## config.mk

```make
export PLATFORM = sky130hd
export DESIGN_NAME = tfe_frame_encoder
export DESIGN_NICKNAME = d
export VERILOG_FILES = /design/src/rtl/tfe_pkg.sv /design/src/rtl/tfe_tick_gen.sv /design/src/rtl/tfe_symbol_map.sv /design/src/rtl/tfe_wave_gen.sv /design/src/rtl/tfe_frame_encoder.sv
export SDC_FILE = /design/constraint.sdc
export NUM_CORES = 1
export LEC_CHECK = 0
export ABC_AREA = 1
export ABC_CLOCK_PERIOD_IN_PS = 5300
export CAP_MARGIN = 15
export CORE_UTILIZATION = 35
export DETAILED_ROUTE_END_ITERATION = 8
export GPL_ROUTABILITY_DRIVEN = 0
export PLACE_DENSITY = 0.49
export RECOVER_POWER = 25
export SLEW_MARGIN = 20
export SYNTH_ARGS = -nofsm -noshare
export SYNTH_HDL_FRONTEND = slang
export SYNTH_SLANG_ARGS = --single-unit
```

## constraint.sdc

```tcl
create_clock -name clk -period 5.3 [get_ports clk]
set_input_delay 0.53 -clock clk [delete_from_list [all_inputs] [get_ports clk]]
set_output_delay 0.53 -clock clk [all_outputs]
set_load 0.01 [all_outputs]
```

## src/rtl/tfe_pkg.sv

```systemverilog
package tfe_pkg;

    // Symbol codes carried in the captured frame image
    typedef enum logic [1:0] {
        SYM_ZERO = 2'd0,
        SYM_ONE  = 2'd1,
        SYM_OPEN = 2'd2
    } sym_t;

    typedef enum logic [1:0] {
        ST_IDLE,
        ST_GAP,
        ST_MARK,
        ST_SYM
    } fsm_t;

    localparam int HALF_TICKS = 4;
    localparam int SYM_TICKS  = 2 * HALF_TICKS;
    localparam int POS_W      = $clog2(SYM_TICKS);

    // Data group: high -> one; low -> zero or open
    function automatic sym_t map_data(input logic level, input logic zero_mode);
        if (level)
            return SYM_ONE;
        return zero_mode ? SYM_ZERO : SYM_OPEN;
    endfunction

    // Address group: mode selects meaning of each level
    function automatic sym_t map_addr(input logic level, input logic [1:0] mode);
        sym_t s;
        unique case (mode)
            2'b01:   s = level ? SYM_ONE  : SYM_OPEN;
            2'b10:   s = level ? SYM_OPEN : SYM_ZERO;
            default: s = level ? SYM_ONE  : SYM_ZERO;
        endcase
        return s;
    endfunction

endpackage

```

## src/rtl/tfe_tick_gen.sv

```systemverilog
module tfe_tick_gen #(
    parameter int DIV = 4
) (
    input  logic clk,
    input  logic rst_n,
    output logic tick_o
);
    generate
        if (DIV <= 1) begin : g_pass
            assign tick_o = 1'b1;
        end else begin : g_div
            localparam int CNT_W = $clog2(DIV);
            localparam logic [CNT_W-1:0] LAST = CNT_W'(DIV - 1);
            logic [CNT_W-1:0] cnt_q;

            always_ff @(posedge clk or negedge rst_n) begin
                if (!rst_n)
                    cnt_q <= '0;
                else if (cnt_q == LAST)
                    cnt_q <= '0;
                else
                    cnt_q <= cnt_q + 1'b1;
            end

            assign tick_o = (cnt_q == LAST);
        end
    endgenerate
endmodule

```

## src/rtl/tfe_symbol_map.sv

```systemverilog
module tfe_symbol_map
    import tfe_pkg::*;
#(
    parameter int ADDR_W = 10,
    parameter int DATA_W = 8
) (
    input  logic [ADDR_W-1:0]              addr_i,
    input  logic [DATA_W-1:0]              data_i,
    input  logic                           data_cfg_i,
    input  logic [1:0]                     addr_cfg_i,
    output logic [2*(ADDR_W+DATA_W)-1:0]   syms_o
);
    genvar i;
    generate
        for (i = 0; i < ADDR_W; i++) begin : g_addr
            assign syms_o[2*i +: 2] = map_addr(addr_i[i], addr_cfg_i);
        end
        for (i = 0; i < DATA_W; i++) begin : g_data
            assign syms_o[2*(ADDR_W+i) +: 2] = map_data(data_i[i], data_cfg_i);
        end
    endgenerate
endmodule

```

## src/rtl/tfe_wave_gen.sv

```systemverilog
module tfe_wave_gen
    import tfe_pkg::*;
(
    input  sym_t             sym_i,
    input  logic [POS_W-1:0] pos_i,
    output logic             level_o
);
    localparam int HP_W = $clog2(HALF_TICKS);
    localparam logic [HP_W-1:0] HP_LAST = HP_W'(HALF_TICKS - 1);

    logic            second_half;
    logic [HP_W-1:0] half_pos;
    logic            long_half;

    assign second_half = pos_i[POS_W-1];
    assign half_pos    = pos_i[HP_W-1:0];

    always_comb begin
        unique case (sym_i)
            SYM_ONE:  long_half = 1'b1;
            SYM_OPEN: long_half = second_half;
            default:  long_half = 1'b0;
        endcase
    end

    // First tick always high, last tick always low, middle depends on length
    always_comb begin
        if (half_pos == '0)
            level_o = 1'b1;
        else if (half_pos == HP_LAST)
            level_o = 1'b0;
        else
            level_o = long_half;
    end
endmodule

```

## src/rtl/tfe_frame_encoder.sv

```systemverilog
module tfe_frame_encoder
    import tfe_pkg::*;
#(
    parameter int ADDR_W    = 10,
    parameter int DATA_W    = 8,
    parameter int TICK_DIV  = 4,
    parameter int GAP_TICKS = 36
) (
    input  logic              clk,
    input  logic              rst_n,
    input  logic              tx_en_i,
    input  logic [ADDR_W-1:0] addr_i,
    input  logic [DATA_W-1:0] data_i,
    input  logic              data_cfg_i,
    input  logic [1:0]        addr_cfg_i,
    output logic              line_o
);
    localparam int NSYM     = ADDR_W + DATA_W;
    localparam int SYM_BITS = 2 * NSYM;
    localparam int IDX_W    = $clog2(NSYM);
    localparam int GAP_W    = $clog2(GAP_TICKS);
    localparam logic [IDX_W-1:0] IDX_LAST = IDX_W'(NSYM - 1);
    localparam logic [GAP_W-1:0] GAP_LAST = GAP_W'(GAP_TICKS - 1);
    localparam logic [POS_W-1:0] POS_LAST = POS_W'(SYM_TICKS - 1);

    logic                tick;
    logic [SYM_BITS-1:0] syms_live;
    logic [SYM_BITS-1:0] syms_q;
    fsm_t                state_q, state_d;
    logic [GAP_W-1:0]    gap_q, gap_d;
    logic [IDX_W-1:0]    idx_q, idx_d;
    logic [POS_W-1:0]    pos_q, pos_d;
    logic                load;
    logic                last_slot;
    sym_t                cur_sym;
    logic                wave;

    tfe_tick_gen #(.DIV(TICK_DIV)) u_tick (
        .clk    (clk),
        .rst_n  (rst_n),
        .tick_o (tick)
    );

    tfe_symbol_map #(.ADDR_W(ADDR_W), .DATA_W(DATA_W)) u_map (
        .addr_i     (addr_i),
        .data_i     (data_i),
        .data_cfg_i (data_cfg_i),
        .addr_cfg_i (addr_cfg_i),
        .syms_o     (syms_live)
    );

    assign cur_sym = sym_t'(syms_q[2*int'(idx_q) +: 2]);

    tfe_wave_gen u_wave (
        .sym_i   (cur_sym),
        .pos_i   (pos_q),
        .level_o (wave)
    );

    assign last_slot = (idx_q == IDX_LAST) && (pos_q == POS_LAST);

    // Next-state logic
    always_comb begin
        state_d = state_q;
        gap_d   = gap_q;
        idx_d   = idx_q;
        pos_d   = pos_q;
        load    = 1'b0;
        if (tick) begin
            unique case (state_q)
                ST_IDLE: begin
                    if (tx_en_i) begin          // START
                        state_d = ST_GAP;
                        gap_d   = '0;
                        load    = 1'b1;
                    end
                end
                ST_GAP: begin
                    if (gap_q == GAP_LAST)      // GAP_DONE
                        state_d = ST_MARK;
                    else
                        gap_d = gap_q + 1'b1;
                end
                ST_MARK: begin                  // MARK_DONE
                    state_d = ST_SYM;
                    idx_d   = '0;
                    pos_d   = '0;
                end
                ST_SYM: begin
                    if (last_slot) begin
                        if (tx_en_i) begin      // REPEAT
                            state_d = ST_GAP;
                            gap_d   = '0;
                            load    = 1'b1;
                        end else begin          // STOP
                            state_d = ST_IDLE;
                        end
                    end else if (pos_q == POS_LAST) begin  // NEXT_SYM
                        idx_d = idx_q + 1'b1;
                        pos_d = '0;
                    end else begin
                        pos_d = pos_q + 1'b1;
                    end
                end
                default: state_d = ST_IDLE;
            endcase
        end
    end

    // State register
    always_ff @(posedge clk or negedge rst_n) begin
        if (!rst_n) begin
            state_q <= ST_IDLE;
            gap_q   <= '0;
            idx_q   <= '0;
            pos_q   <= '0;
            syms_q  <= '0;
        end else begin
            state_q <= state_d;
            gap_q   <= gap_d;
            idx_q   <= idx_d;
            pos_q   <= pos_d;
            if (load)
                syms_q <= syms_live;
        end
    end

    // Output decode from registered state only
    always_comb begin
        unique case (state_q)
            ST_MARK: line_o = 1'b1;
            ST_SYM:  line_o = wave;
            default: line_o = 1'b0;
        endcase
    end
endmodule

```

==> results.rst, run 1 <==
.. list-table::
   :header-rows: 1

   * - Metric
     - Value
   * - Number of clock buffers inserted by TritonCTS
     - 5
   * - Reg-to-reg critical path endpoint
     - syms_q[7]
   * - Worst-path clk slew
     - 90 ps
   * - Die span in y
     - 97.9 um
   * - Average wire per cell in the routed design
     - 12.2 um
   * - Origin of the worst min-delay path
     - u_tick.g_div.cnt_q[0]
   * - Number of synthesized register bits
     - 54
   * - Cell area after placement
     - 3470 um^2
   * - Row Count
     - 34
   * - Cell internal power dissipation
     - 0.569 mW
   * - Power share of the clock group
     - 0.381
   * - Final setup violation count
     - 0
   * - Cell area after synthesis
     - 3220 um^2
   * - Total negative slack
     - 0 ps
   * - Reg power frac
     - 0.565
   * - Die ar.
     - 9580 um^2
   * - Highest clock rate
     - 270 MHz
   * - Number of search-and-repair iterations in the first detailed-routing pass
     - 6
   * - Portion of total power attributed to combinational logic
     - 0.054
   * - Total met3 wirelength after detailed routing
     - 186 um
   * - Type of the worst min-delay path
     - reg -> reg
   * - Die W
     - 97.9 um
   * - Layout Skew
     - 11.0 ps
   * - Hold-fix buffers at CTS
     - 0
   * - Fraction of registers with async set/reset
     - 1.00
   * - Transition at the pin with the smallest max-transition slack
     - 2950 ps
   * - Top routing layer in use
     - met4
   * - Cells after DPL
     - 541
   * - EDFF count, synth
     - 0
   * - Sort of element at the start of the critical path
     - flip-flop
   * - Post-Place Setup Slack
     - 1880 ps
   * - Number of global-route vias before repair
     - 2565
   * - Core box area
     - 8810 um^2
   * - Non-filler instance count after layout
     - 549
   * - Tcrit/Tclk final
     - 0.700
   * - Number of distinct library cells after synthesis
     - 29
   * - # Post-CTS Setup Buffers
     - 0
   * - Worst-Skew Late Latency
     - 310 ps
   * - Design Area, Final
     - 3580 um^2
   * - Number of nets produced by synthesis
     - 465
   * - Placed wire-length estimate after detailed placement
     - 4.82 mm
   * - Total Routed Length
     - 6.68 mm
   * - Deepest level of the CTS H-tree
     - 2
   * - Worst-case reg-to-reg path depth
     - 7
   * - Overflow left after global routing
     - 0
   * - Violated checks
     - DRC, capacitance limit, slew limit
   * - Number of nets at the end of the flow
     - 480
   * - Number of instances resized during post-cts repair
     - 0
   * - Maximum fanout count along the critical path
     - 25
   * - Final slew viol count
     - 55
   * - Fraction of layout instances using a drive strength above 1
     - 0.0748
   * - Largest net degree at the start of global routing
     - 55
   * - Critical Path Source
     - idx_q[0]
   * - Unrepaired setup endpoints after global routing
     - false
   * - Run status
     - complete, but fails checks
   * - Number of I/O port buffers
     - 24
   * - Antenna diode instance count
     - 0
   * - Vias
     - 2523
   * - WHS
     - 426 ps
   * - Clock tree from TritonCTS
     - built
   * - Number of sinks on the clock net
     - 54
   * - Detail Route met2 WL
     - 2.99 mm
   * - Synth-to-layout area growth
     - 11.2%
   * - Combined global-route utilization of all metal layers
     - 0.155
   * - Number of failing hold endpoints at the final stage
     - 0
   * - Wire length of the first global-routing pass
     - 12.0 mm
   * - Number of max-cap violations
     - 1
   * - Static leakage
     - 1.80 nW
   * - Post-layout power
     - 0.729 mW
   * - Area of the multi-input gates
     - 1490 um^2
   * - Clock tree buffer depth
     - 2
   * - Syn Inst Count
     - 425
   * - Switching Share
     - 0.219
   * - Final setup slack of the worst path
     - 1590 ps
   * - Switching component of the power
     - 0.160 mW
   * - Required time at the endpoint of the critical path
     - 4770 ps
   * - Per-instance average area after synthesis
     - 7.57 um^2
   * - Average via count per standard cell
     - 4.60
   * - Relative slew slack
     - -0.969
   * - DRC Markers
     - 2
   * - Kind of end point of the critical path
     - primary output
   * - Initial antenna violation count
     - 0
   * - Routed metal-1 wirelength
     - 3.44 mm
   * - Time the worst path needs with I/O delays and setup
     - 3710 ps
   * - Top flip-flop cell by instance count after synthesis
     - dfrtp_1
   * - Share of the yosys chip area belonging to registers
     - 0.420
   * - Number of DRC markers after the initial detailed-route iteration
     - 103
   * - I/O pin count
     - 25
   * - Critical path type
     - reg -> out
   * - Antenna Nets Post-Route
     - 0
   * - Count of cells along the worst hold path
     - 1
   * - Initial core utilization
     - 0.365
   * - Sequential standard cell area
     - 1350 um^2
   * - Power density over the cells
     - 204 nW/um^2
   * - Finished Core Util
     - 0.406
   * - Endpoint of the worst hold path
     - u_tick.g_div.cnt_q[0]
   * - Worst EP arrival
     - 3180 ps
   * - Clock root buffer master
     - clkbuf_8
   * - Worst-case register-to-register setup slack
     - 2720 ps
   * - Start of the worst register-to-register path
     - state_q[0]
   * - Worst supply voltage drop on vdd
     - 110 uV
   * - Filler Cell Count
     - 920
   * - Ys Warns
     - 0
## worst max-delay path by stage
| stage | endpoint | depth (start not counted) |
|---|---|---|
| global route | line_o | 12 |
| finish | line_o | 14 |
| floorplan | line_o | 15 |
| detailed placement | line_o | 14 |
| global placement | line_o | 14 |
| CTS | line_o | 14 |
## worst max-delay path, cell delays in order, from the launching register on
cell and delay [ps]:
dfrtp_1 830, inv_2 280, nand2_1 130, nand3_1 70, nand2_1 70, nand2_1 40
nand2_1 60, inv_1 30, nand2_1 70, a21oi_1 70, ha_1 290, nor2_1 150
a21oi_1 80, o21ai_0 140, clkdlybuf4s50_1 560
## layer usage
layer | global-route usage | vias to the layer above
li1 | - | 1360
met1 | 0.204 | 1128
met2 | 0.265 | 29
met3 | 0.0272 | 6
met4 | 0.0350 | 0
met5 | 0 | -
## cells in the mapped netlist, types with 2 or more instances
library cell	n	area, um^2
a21oi_1	14	70.1
buf_1	2	7.51
buf_2	6	30.0
buf_6	5	56.3
clkbuf_1	2	7.51
dfrtp_1	54	1350
ha_1	16	200
inv_1	60	225
inv_2	3	11.3
nand2_1	133	499
nand2_2	2	12.5
nand3_1	29	145
nand3b_1	2	15.0
nand4_1	13	81.3
nor2_1	17	63.8
nor2_2	2	12.5
nor2_4	6	67.6
o21ai_0	21	105
o21ai_1	21	105
o21ai_2	4	35.0
or2_2	2	12.5
xor2_1	4	35.0
## cell type report
| type | instances | share of cell area |
|---|---|---|
| Clock inverter | 3 | 0.0112 |
| Tap cell | 108 | 0.0378 |
| Timing Repair Buffer | 25 | 0.0668 |
| Multi-Input combinational cell | 289 | 0.418 |
| Inverter | 65 | 0.0693 |
| Clock buffer | 5 | 0.0192 |
| Sequential cell | 54 | 0.378 |
## logic make-up (layout without fill, tap and decap cells)
logic type	after synthesis	after routing	synth area share
and+or+nand+nor	209	209	0.293
buffers and inverters	82	98	0.116
AOI/OAI and AO/OA	60	60	0.0980
DFF	54	54	0.420
adders and majority gates	16	16	0.0622
xor gates and xnor gates	4	4	0.0109
## cell usage in the layout (no fill, tap or decap)
cell type,count
nand4_2,1
nand2_1,133
buf_2,1
a21oi_1,14
inv_4,1
or2_2,2
nand3b_1,2
ha_1,16
o21ai_0,21
inv_2,3
inv_1,60
dfrtp_1,54
nor2_4,6
nor2_2,2
clkbuf_1,1
nand4_1,13
nand2_2,2
nor2_1,17
o21ai_2,4
clkinv_2,3
xor2_1,4
o21ai_1,21
nor3_2,1
nand3_1,29
clkdlybuf4s50_1,23
bufinv_16,1
clkbuf_8,5
nand2_4,1
## sequential cells by signal, summed over array words and instances, names as in the netlist
register,flops
syms_q,36
gap_q,6
idx_q,5
pos_q,3
state_q,2
u_tick.g_div.cnt_q,2
## power groups by stage
stage	Clock, mW	Combinational, mW	Sequential, mW
finish	0.277	0.0396	0.412
global route	0.306	0.0451	0.412
CTS	0.293	0.0413	0.412
detailed placement	0	0.0412	0.420
global placement	0	0.0408	0.420
floorplan	0	0.00935	0.420
Note: power is estimated with default switching activity, not from simulation.
==> inputs of run 2 (changes only) <==
--- a/config.mk
+++ b/config.mk
@@ -6,7 +6,7 @@
 export NUM_CORES = 1
 export LEC_CHECK = 0
 export ABC_AREA = 1
-export ABC_CLOCK_PERIOD_IN_PS = 5300
+export ABC_CLOCK_PERIOD_IN_PS = 3570
 export CAP_MARGIN = 15
 export CORE_UTILIZATION = 35
 export DETAILED_ROUTE_END_ITERATION = 8
==> constraint.sdc (replaced) <==
create_clock -name clk -period 3.57 [get_ports clk]
set_input_delay 0.357 -clock clk [delete_from_list [all_inputs] [get_ports clk]]
set_output_delay 0.357 -clock clk [all_outputs]
set_load 0.01 [all_outputs]
==> run 2 against run 1 <==
The flow still finishes with violations (DRC, capacitance limit, slew limit). Core utilization up 0.17 points. Via count up 2.6%. Sequential power up 48%. Critical path type unchanged.
==> results.rst, run 2 (synthesis results as in run 1) <==
.. list-table::
   :header-rows: 1

   * - Metric
     - Value
   * - Run status
     - complete, but fails checks
   * - Violated checks
     - DRC, capacitance limit, slew limit
   * - Clock tree from TritonCTS
     - built
   * - Number of instances resized during post-cts repair
     - 0 (unchanged)
   * - Critical path type
     - reg -> out
   * - Required time at the endpoint of the critical path
     - 3210 ps (-1560 ps)
   * - Number of nets at the end of the flow
     - 482 (+0.42%)
   * - Critical-path cell list
     - inv_2 -> nand3_1 -> nand2_1 -> nand2_1 -> nand2_1 -> inv_1 -> nand2_1 -> a21oi_1 -> ha_1 -> nor2_1 -> a21oi_1 -> o21ai_0 -> clkdlybuf4s50_1
   * - Placed wire-length estimate after detailed placement
     - 4.94 mm (+2.5%)
   * - Highest clock rate
     - 308 MHz
   * - # Post-CTS Setup Buffers
     - 0 (unchanged)
   * - Maximum fanout count along the critical path
     - 12 (-52%)
   * - Die span in y
     - 97.9 um (unchanged)
   * - Biggest register
     - syms_q
   * - Layout Skew
     - 10.1 ps (-0.894 ps)
   * - Filler Cell Count
     - 930 (+1.1%)
   * - Number of clock buffers inserted by TritonCTS
     - 5 (unchanged)
   * - Power density over the cells
     - 301 nW/um^2 (+48%)
   * - Total negative slack
     - 0 ps (unchanged)
   * - Unrepaired setup endpoints after global routing
     - false
   * - Number of DRC markers after the initial detailed-route iteration
     - 79 (-23%)
   * - Area of the multi-input gates
     - 1490 um^2 (unchanged)
   * - Fraction of layout instances using a drive strength above 1
     - 0.0745 (-0.000338)
   * - Final setup violation count
     - 0 (unchanged)
   * - Final setup slack of the worst path
     - 318 ps (-1270 ps)
   * - Most common cell after layout, fill and taps aside
     - nand2_1
   * - Number of max-cap violations
     - 1 (unchanged)
   * - Number of I/O port buffers
     - 24 (unchanged)
   * - Final slew viol count
     - 34 (-38%)
   * - Average wire per cell in the routed design
     - 12.4 um (+2.1%)
   * - Initial antenna violation count
     - 0 (unchanged)
   * - Type of the worst min-delay path
     - reg -> reg
   * - Deepest level of the CTS H-tree
     - 2 (unchanged)
   * - Clock tree buffer depth
     - 2 (unchanged)
   * - Largest net degree at the start of global routing
     - 34 (-38%)
   * - Wire length of the first global-routing pass
     - 12.2 mm (+2.2%)
   * - Overflow left after global routing
     - 0 (unchanged)
   * - Number of failing hold endpoints at the final stage
     - 0 (unchanged)
   * - Category of cells accounting for the largest share of critical-path delay
     - buffers and inverters
   * - Die W
     - 97.9 um (unchanged)
   * - Worst EP arrival
     - 2900 ps (-280 ps)
   * - Post-Place Setup Slack
     - 649 ps (-1230 ps)
   * - Worst-path clk slew
     - 100 ps (about the same)
   * - Worst supply voltage drop on vdd
     - 144 uV (+31%)
   * - Number of global-route vias before repair
     - 2550 (-0.58%)
   * - Kind of end point of the critical path
     - primary output
   * - Sequential standard cell area
     - 1350 um^2 (unchanged)
   * - Synth-to-layout area growth
     - 11.6%
   * - Core box area
     - 8810 um^2 (unchanged)
   * - Tcrit/Tclk final
     - 0.911
   * - Transition at the pin with the smallest max-transition slack
     - 1920 ps (-1030 ps)
   * - Number of search-and-repair iterations in the first detailed-routing pass
     - 6 (unchanged)
   * - Flip-flop count of the largest register after layout
     - 36 (unchanged)
   * - CP most frequent cell
     - nand2_1
   * - Combined global-route utilization of all metal layers
     - 0.159 (+0.00381)
   * - Commonest cells after routing, fill and taps aside
     - nand2_1 (133), inv_1 (60), dfrtp_1 (54)
   * - Time the worst path needs with I/O delays and setup
     - 3250 ps
   * - Top flop regs
     - syms_q: 36 flops, gap_q: 6 flops, idx_q: 5 flops
   * - Row Count
     - 34 (unchanged)
   * - Sum of buffers and inverters on the critical path
     - 3 (unchanged)
   * - Sort of element at the start of the critical path
     - flip-flop
   * - Hold-fix buffers at CTS
     - 0 (unchanged)
   * - Worst-Skew Late Latency
     - 310 ps (about the same)
   * - I/O pin count
     - 25 (unchanged)
   * - Static leakage
     - 1.80 nW (+0.28%)
   * - Relative slew slack
     - -0.280 (+0.689)
   * - Total Routed Length
     - 6.85 mm (+2.5%)
   * - Critical Path Slowest Stage Cell
     - dfrtp_1
   * - Vias
     - 2588 (+2.6%)
   * - Clock root buffer master
     - clkbuf_8
   * - Average via count per standard cell
     - 4.70 (+2.2%)
   * - Die ar.
     - 9580 um^2 (unchanged)
   * - Initial core utilization
     - 0.365 (unchanged)
   * - Number of sinks on the clock net
     - 54 (unchanged)
   * - Critical Path Max Stage Delay
     - 600 ps (-230 ps)
   * - WHS
     - 435 ps (+8.87 ps)
   * - Antenna Nets Post-Route
     - 0 (unchanged)
   * - DRC Markers
     - 2 (unchanged)
   * - Antenna diode instance count
     - 0 (unchanged)
run 2: layer usage:
metal | wire (um) | share of wire | track usage
met1 | 3490 | 0.51 | 0.217
met5 | 0 | 0 | 0
met4 | 78 | 0.011 | 0.0420
met2 | 3090 | 0.45 | 0.260
met3 | 186 | 0.027 | 0.0272
run 2: worst reg2reg max path, delay by kind of cell, from the launching register on:
family / cells / cell delay, ps
AOI/OAI and AO/OA: 1 / 90
buffers and inverters: 2 / 590
adders and majority gates: 1 / 230
and+or+nand+nor: 4 / 750
DFF: 1 / 540
run 2: area by class of cell:
| cell class | instances | area share |
|---|---|---|
| Multi-Input combinational cell | 289 | 0.416 |
| Sequential cell | 54 | 0.376 |
| Timing Repair Buffer | 27 | 0.0714 |
| Inverter | 65 | 0.0690 |
| Tap cell | 108 | 0.0376 |
| Clock buffer | 7 | 0.0213 |
| Clock inverter | 1 | 0.00836 |
run 2: metrics by stage:
| step | instance area, um^2 | utilization | power (mW) | std cells |
|---|---|---|---|---|
| final | 3590 | 0.408 | 1.08 | 551 |
| after global routing | 3590 | 0.408 | 1.14 | 551 |
| after CTS | 3590 | 0.408 | 1.10 | 551 |
| after detailed placement | 3490 | 0.396 | 0.685 | 543 |
| after global placement | 3490 | 0.396 | 0.685 | 543 |
| after floorplan | 3220 | - | 0.637 | 425 |
run 2: final timing paths:
kind                                             from               endpoint  slack, ps  cells after the start
worst max-delay path                         idx_q[1]                 line_o        320                     13
worst min-delay path            u_tick.g_div.cnt_q[0]  u_tick.g_div.cnt_q[0]        430                      1
worst max register to register               idx_q[1]             syms_q[17]       1310                      8
worst min register to register  u_tick.g_div.cnt_q[0]  u_tick.g_div.cnt_q[0]        430                      1
max in group asynchronous                       rst_n             syms_q[22]       1810                      2
min in group asynchronous                       rst_n              syms_q[1]        560                      1
run 2: power breakdown:
| part | leakage [nW] | total (mW) | switching, mW | internal [mW] |
|---|---|---|---|---|
| registers | 0.578 | 0.611 | 0 | 0.611 |
| logic | 1.17 | 0.0602 | 0.0331 | 0.0270 |
| clock network | 0.0524 | 0.410 | 0.200 | 0.210 |
| total | 1.80 | 1.08 | 0.233 | 0.848 |
